[config.mk]
export PLATFORM = sky130hd
export DESIGN_NAME = flow_addr_gen
export DESIGN_NICKNAME = d
export VERILOG_FILES = /design/src/rtl/flow_addr_pkg.sv /design/src/rtl/flow_cond_eval.sv /design/src/rtl/flow_branch_calc.sv /design/src/rtl/flow_index_calc.sv /design/src/rtl/flow_addr_gen.sv
export SDC_FILE = /design/constraint.sdc
export NUM_CORES = 1
export LEC_CHECK = 0
export BUFFER_PORTS_ARGS = -buffer_cell sky130_fd_sc_hd__clkbuf_2
export CAP_MARGIN = 20
export CELL_PAD_IN_SITES_DETAIL_PLACEMENT = 2
export CELL_PAD_IN_SITES_GLOBAL_PLACEMENT = 2
export CORE_ASPECT_RATIO = 0.7
export CORE_UTILIZATION = 27
export DETAILED_ROUTE_END_ITERATION = 12
export GPL_TIMING_DRIVEN = 0
export PLACE_DENSITY = 0.77
export SLEW_MARGIN = 0
export SYNTH_ARGS = -nofsm -noshare
export SYNTH_HDL_FRONTEND = slang
export SYNTH_HIERARCHICAL = 1
export SYNTH_SLANG_ARGS = --single-unit
[constraint.sdc]
create_clock -name clk -period 2.6 [get_ports clk]
set_input_delay 0.52 -clock clk [delete_from_list [all_inputs] [get_ports clk]]
set_output_delay 0.52 -clock clk [all_outputs]
set_load 0.01 [all_outputs]
[src/rtl/flow_addr_pkg.sv]
package flow_addr_pkg;

    typedef enum logic [1:0] {
        FM_SEQ   = 2'd0,
        FM_BCOND = 2'd1,
        FM_JUMP  = 2'd2,
        FM_INDEX = 2'd3
    } flow_mode_e;

    typedef enum logic {
        CS_CARRY_CLR = 1'b0,
        CS_EQUAL     = 1'b1
    } cond_sel_e;

    typedef struct packed {
        logic c;
        logic z;
    } flags_t;

    typedef struct packed {
        logic       taken;
        logic       use_long;
    } branch_ctl_t;

endpackage

[src/rtl/flow_cond_eval.sv]
module flow_cond_eval
    import flow_addr_pkg::*;
(
    input  cond_sel_e sel,
    input  flags_t    flags,
    output logic      met
);

    always_comb begin
        unique case (sel)
            CS_CARRY_CLR: met = ~flags.c;
            CS_EQUAL:     met = flags.z;
            default:      met = 1'b0;
        endcase
    end

    // carry set never satisfies carry-clear, zero clear never satisfies equal
    always_comb begin
        assert_cond_flags_R5: assert (!((sel == CS_CARRY_CLR && flags.c) || (sel == CS_EQUAL && !flags.z)) || !met);
    end

endmodule

[src/rtl/flow_branch_calc.sv]
module flow_branch_calc #(
    parameter int AW    = 16,
    parameter int REL_S = 9,
    parameter int REL_L = 10
) (
    input  logic [AW-1:0]    pc,
    input  logic [REL_L-1:0] offs,
    input  logic             use_long,
    output logic [AW-1:0]    seq_pc,
    output logic [AW-1:0]    target
);

    localparam int EXT_S = AW - REL_S;
    localparam int EXT_L = AW - REL_L;

    logic [AW-1:0] short_words;
    logic [AW-1:0] long_words;
    logic [AW-1:0] sel_words;

    assign short_words = {{EXT_S{offs[REL_S-1]}}, offs[REL_S-1:0]};
    assign long_words  = {{EXT_L{offs[REL_L-1]}}, offs};
    assign sel_words   = use_long ? long_words : short_words;
    assign seq_pc      = pc + AW'(2);
    assign target      = seq_pc + {sel_words[AW-2:0], 1'b0};

    // target is even distance from sequential address
    always_comb begin
        assert_target_even_R4: assert (target[0] == pc[0]);
    end

endmodule

[src/rtl/flow_index_calc.sv]
module flow_index_calc #(
    parameter int AW    = 16,
    parameter int IDX_W = 5
) (
    input  logic [AW-1:0]    base,
    input  logic [IDX_W-1:0] idx,
    output logic [AW-1:0]    addr
);

    assign addr = base + {{(AW-IDX_W){1'b0}}, idx};

    // distance from base never exceeds the unscaled immediate range
    always_comb begin
        assert_index_range_R8: assert (AW'(addr - base) < AW'(1 << IDX_W));
    end

endmodule

[src/rtl/flow_addr_gen.sv]
module flow_addr_gen
    import flow_addr_pkg::*;
#(
    parameter int          AW       = 16,
    parameter int          REL_S    = 9,
    parameter int          REL_L    = 10,
    parameter int          IDX_W    = 5,
    parameter logic [15:0] START_PC = 16'h0100
) (
    input  logic             clk,
    input  logic             rst,
    input  logic             in_valid,
    input  logic [1:0]       mode,
    input  logic             cond_sel,
    input  logic             flag_c,
    input  logic             flag_z,
    input  logic [REL_L-1:0] rel_offs,
    input  logic [AW-1:0]    base_val,
    input  logic [IDX_W-1:0] idx_offs,
    output logic [AW-1:0]    pc_q,
    output logic             taken,
    output logic [AW-1:0]    data_addr
);

    flow_mode_e  mode_e;
    flags_t      flags;
    branch_ctl_t ctl;
    logic        cond_met;
    logic [AW-1:0] seq_pc;
    logic [AW-1:0] target;
    logic [AW-1:0] pc_d;

    assign mode_e = flow_mode_e'(mode);
    assign flags  = '{c: flag_c, z: flag_z};

    flow_cond_eval u_cond (
        .sel   (cond_sel_e'(cond_sel)),
        .flags (flags),
        .met   (cond_met)
    );

    always_comb begin
        ctl.use_long = (mode_e == FM_JUMP);
        ctl.taken    = 1'b0;
        if (in_valid) begin
            unique case (mode_e)
                FM_BCOND: ctl.taken = cond_met;
                FM_JUMP:  ctl.taken = 1'b1;
                default:  ctl.taken = 1'b0;
            endcase
        end
    end

    flow_branch_calc #(.AW(AW), .REL_S(REL_S), .REL_L(REL_L)) u_branch (
        .pc       (pc_q),
        .offs     (rel_offs),
        .use_long (ctl.use_long),
        .seq_pc   (seq_pc),
        .target   (target)
    );

    flow_index_calc #(.AW(AW), .IDX_W(IDX_W)) u_index (
        .base (base_val),
        .idx  (idx_offs),
        .addr (data_addr)
    );

    always_comb begin
        if (!in_valid)      pc_d = pc_q;
        else if (ctl.taken) pc_d = target;
        else                pc_d = seq_pc;
    end

    always_ff @(posedge clk) begin
        if (rst) pc_q <= AW'(START_PC);
        else     pc_q <= pc_d;
    end

    assign taken = ctl.taken;

    assert_reset_load_R1: assert property (@(posedge clk)
        $past(rst) |-> pc_q == AW'(START_PC));

    assert_idle_hold_R2: assert property (@(posedge clk) disable iff (rst)
        !in_valid |=> $stable(pc_q));

    assert_idle_quiet_R2: assert property (@(posedge clk) disable iff (rst)
        !in_valid |-> !taken);

    assert_fallthru_R6: assert property (@(posedge clk) disable iff (rst)
        (in_valid && !taken) |=> pc_q == AW'($past(pc_q) + AW'(2)));

    assert_jump_taken_R7: assert property (@(posedge clk) disable iff (rst)
        (in_valid && mode == 2'd2) |-> taken);

    assert_seq_no_take_R3: assert property (@(posedge clk) disable iff (rst)
        (mode == 2'd0 || mode == 2'd3) |-> !taken);

endmodule

; Word-level counts from Yosys, hierarchy flattened
; Cells that the tools add are included.
[classes]
addsub = 3
eq_ne = 2
n_mux = 5
bitwise_logic = 2
[ops]
columns = op, n
row1 = $add 16x16->16, 1
row2 = $add 16x2->16 const B, 1
row3 = $add 16x5->16, 1
row4 = $mux 16, 1
row5 = $mux 15, 1
row6 = $pmux 1 s2, 2
row7 = $eq 2x1->1 const B, 1
row8 = $eq 2x2->1 const B, 1
row9 = $not 1->1, 2
row10 = $mux 1, 1
[totals]
reg_bits = 16
inputBits = 39
out_inout_bits = 33
wordCells = 13

; Depth between registers and ports, before layout
[depth]
ltp_word = 5
ltp_mapped = 13
depth_no_buf = 13

; Cells and area by module
; The synthesis kept the hierarchy.
[by_module_without_submodules]
columns = module, instances, cells_each, area_per_inst_um2, seq_area_each_um2
row1 = flow_branch_calc, 1, 133, 991.0, 0.0
row2 = flow_addr_gen, 1, 101, 933.4, 320.3
row3 = flow_index_calc, 1, 51, 384.1, 0.0
row4 = flow_cond_eval, 1, 2, 8.8, 0.0

; Least setup slack after synthesis
; Ideal clock, no wire load.
[synth_path]
path_kind = register to register
from = register pc_q[1]
to = register pc_q[12]
setup_time_ns = 0.091
arrival_ns = 2.580
required_time_ns = 2.509
path_slack_ns = -0.071
stages_incl_launch_ff = 13
path_cell_list = dfxtp_1 ha_1 nand3_1 nor2_1 nand2_1 xnor2_1 ha_1 nand2_1 a211o_1 and2_4 o311ai_1 nand3_1 a311oi_1
[synth_between]
elab_chain_cells = 3
[synth_lines]
columns = element, line_no
row1 = from (decl), flow_addr_gen.sv:20  ; output logic [AW-1:0] pc_q,
row2 = from (signal assigned), flow_addr_gen.sv:75  ; if (rst) pc_q <= AW'(START_PC);
row3 = from (signal assigned), flow_addr_gen.sv:76  ; else pc_q <= pc_d;
row4 = $add 16x2->16, flow_branch_calc.sv:23  ; assign seq_pc = pc + AW'(2);
row5 = named net seq_pc[9], flow_addr_gen.sv:29  ; logic [AW-1:0] seq_pc;
row6 = $add 16x16->16, flow_branch_calc.sv:24  ; assign target = seq_pc + {sel_words[AW-2:0], 1'b0};
row7 = named net target[12], flow_addr_gen.sv:30  ; logic [AW-1:0] target;
row8 = $mux 16, flow_addr_gen.sv:70  ; else if (ctl.taken) pc_d = target;
; The timed path passes the listed nets, and every way through them passes these cells.
; A chain may end at the register's enable or synchronous reset.

; Worst setup path after layout
[layout_path]
from = register pc_q[4]
to = register pc_q[11]
; Same word-level chain as after synthesis.

==> flow_summary.ini <==
[status]
status = finished with violations
violations = negative setup slack

[clock_network]
clk_latency_ns = 0.25
cts_buffer_depth = 2
cts_buffers = 3
htreeDepth = 1
ctsRootBufferMaster = clkbuf_16
cts_hold_repair.buffers = 0
clock-sinks = 16
clk_pin_slew_ns = 0.06
cts_tree = yes

[finish]
reg.largest.list = pc_q (16)
area_growth_syn_to_layout_pct = 64.6
fillers = 816
layout.area.seq_um2 = 352
multi_input_comb_area_um2 = 2540
largest_reg_flops = 16
layout.nets = 457
drive_gt1_share_pct = 56.9
top_register = pc_q
diodes = 0

[global_routing]
track_usage_pct = 22.7
grt_pass1_wl_um = 15700
antenna_found_initial = 0
grt_start_max_net_pins = 11
grt-ovfl-total = 0
grt_pass1_vias = 2878

[synthesis]
synthCells = 287
syn-cell-area_um2 = 2320
ys_seq_area_share_pct = 13.8
synthTopCellsByArea = dfxtp_1, ha_1, xnor2_1
synth.ff_latch_count = 16
async_flop_share_pct = 0
ys_types = 49
yosysTopAreaCell = dfxtp_1
synth_top_area_share_pct = 13.8
netlist_top_cells_count = nor2_1, ha_1, xnor2_1, nand2_1, nand3_1
synth_edf_count = 0
ys_warn_count = 6
synth.most_common_cell = nor2_1
synth_nets = 353
synth.avg_cell_area_um2 = 8.07
synth_ff_type = dfxtp_1

[routing]
via_per_inst = 5.58
dr.pass1.iters = 4
first_iter_violations = 115
wire_per_inst_um = 23.7
vias = 2738
drt-total-wl_um = 11600
drc = 0
postRouteAntennaNets = 0

[timing]
fin_ws_ns = -0.338
setup_viol = 8
finalCritPeriodShare_pct = 113
max_freq_mhz = 340
tightest_slew_ns = 0.728
rsz0062_at_grt = true
clock_skew_ns = 0.00298
min_period_ns = 2.94
hold_viol = 0
slew_headroom_pct = 51.4
slew_violations = 0

[power]
p_sw_mw = 0.632
leakagePower_nw = 1.49
finalPower_mw = 1.51
ir_drop_uv = 166
swShare_pct = 41.9
p_comb_share_pct = 56.1
power_density_nw_per_um2 = 396
clock_power_share_pct = 23.3
internal-power_mw = 0.877
p_seq_share_pct = 20.5

[worst_setup_path]
slowest_stage = dfxtp_4
path_max_fanout = 5
critPathLaunchType = flop
crit_top_cell = nand2_1
crit_path_cell_trace = nand2_1 -> nor2_4 -> nand3_4 -> buf_12 -> xnor2_4 -> ha_4 -> a21o_1 -> o2111ai_4 -> nand2_1 -> xor2_1 -> nand3_1 -> a311oi_1
end_kind = flop
reg2reg_slack_ns = -0.34
worstRegToRegCells = 12
r2r_end = pc_q[11]$_SDFFE_PP0P_
cp-endpoint = pc_q[11]$_SDFFE_PP0P_
cp_num_buf_inv = 1
reg2reg_from = pc_q[4]$_SDFFE_PP0P_
max_stage_delay_ns = 0.40
arrival_ns = 3.07
worstSetupPathType = reg -> reg
crit_start = pc_q[4]$_SDFFE_PP0P_
worstPathRequired_ns = 2.74
crit_cells = 12
path_delay_family = compound AO/OA/AOI/OAI gates

[place]
place_hpwl_um = 6490
io_buffers = 69
place_congestion = 0.771
dp_slack_ns = -0.537

[floorplanning]
num_io_pins = 72
die_x_um = 113
num_rows = 27
core_um2 = 8070
start_util_pct = 28.7
dieArea_um2 = 8960
die_h_um = 79.5

[worst_hold_path]
min_path_type = reg -> reg

[run]
max-cap-violations = 0
power by group through the flow:
stage	Sequential, mW	Combinational, mW	Clock [mW]
3_3_place_gp	0.296	0.551	0
3_5_place_dp	0.298	0.572	0
6_report	0.310	0.847	0.352
2_1_floorplan	0.299	0.386	0
4_1_cts	0.302	0.700	0.340
5_1_grt	0.312	0.897	0.359
logic make-up after synthesis:
kind of cell	count (synthesis)	synth area share, %
simple gates	107	24.4
compound gates	76	26.1
xor+xnor	39	15.4
fa+ha+maj	27	15.2
buf+inv	21	4.64
flops	16	13.8
mux	1	0.486
per-stage QoR:
step	TNS, ns	area, um^2	instances	util, %	hold slack, ns
after floorplan	0	2320	287	-	0.533
after global placement	-2.25	2790	457	34.6	0.534
after detailed placement	-3.22	2790	457	34.6	0.540
after CTS	-0.390	3470	478	43.0	0.561
after global routing	-2.36	3810	491	47.2	0.647
final	-1.81	3810	491	47.2	0.629
what timing repair did:
action / in CTS / in global routing
endpoints found under the hold margin: 0 / 0
setup endpoints to repair: 13 / 13
buffers inserted: 17 / 13
gates resized for setup: 81 / 46
pin swaps: 24 / 39
per-layer routing:
layer / wire (um) / up-vias / share of wire, % / GRT usage (%)
li1: - / 1252 / - / -
met2: 5800 / 93 / 50 / 41.4
met1: 5180 / 1377 / 44 / 28.1
met5: 0 / - / 0 / 0
met3: 448 / 16 / 3.8 / 2.73
met4: 221 / 0 / 1.9 / 6.40
cell type report:
class | instances | share of cell area, %
multi-input cells | 250 | 66.5
repair buffers | 99 | 15.8
flip-flops and latches | 16 | 9.22
well taps | 101 | 3.31
clock buffers | 4 | 2.33
plain buffers | 13 | 2.03
inverters | 8 | 0.787
how the worst min path moves through the flow:
stage / from / endpoint / cells after the start
2_1_floorplan: pc_q[14]$_SDFFE_PP0P_ / pc_q[14]$_SDFFE_PP0P_ / 2
3_3_place_gp: pc_q[14]$_SDFFE_PP0P_ / pc_q[14]$_SDFFE_PP0P_ / 2
5_1_grt: pc_q[0]$_SDFFE_PP0P_ / pc_q[0]$_SDFFE_PP0P_ / 2
6_report: pc_q[3]$_SDFFE_PP0P_ / pc_q[3]$_SDFFE_PP0P_ / 2
4_1_cts: pc_q[11]$_SDFFE_PP0P_ / pc_q[11]$_SDFFE_PP0P_ / 2
3_5_place_dp: pc_q[13]$_SDFFE_PP0P_ / pc_q[13]$_SDFFE_PP0P_ / 2
tightest hold or removal path, cell delays in order, from the launching register on:
cell      delay, ns
dfxtp_4        0.38
nor2_1         0.14
a311oi_2       0.07
cell usage in the layout (no fill, tap or decap), types with 5 or more instances in the layout:
cell | Yosys | final
buf_4 | 5 | 29
xor2_1 | 15 | 8
nor2_4 | 0 | 5
nand2_1 | 22 | 19
buf_6 | 1 | 6
clkbuf_2 | 0 | 68
ha_1 | 25 | 10
nor2_2 | 0 | 5
nand3_1 | 19 | 13
a21o_1 | 5 | 5
nand3_2 | 10 | 13
dfxtp_4 | 0 | 7
nor2_1 | 32 | 22
clkbuf_1 | 5 | 5
dfxtp_1 | 16 | 5
a21oi_2 | 1 | 5
a21oi_1 | 13 | 6
xnor2_1 | 23 | 17
nand4_1 | 6 | 6
a311oi_2 | 10 | 13
ha_4 | 0 | 13
inv_1 | 8 | 8
o21ai_0 | 16 | 14
o21ai_1 | 6 | 7
Note: power is estimated with default switching activity, not from simulation.
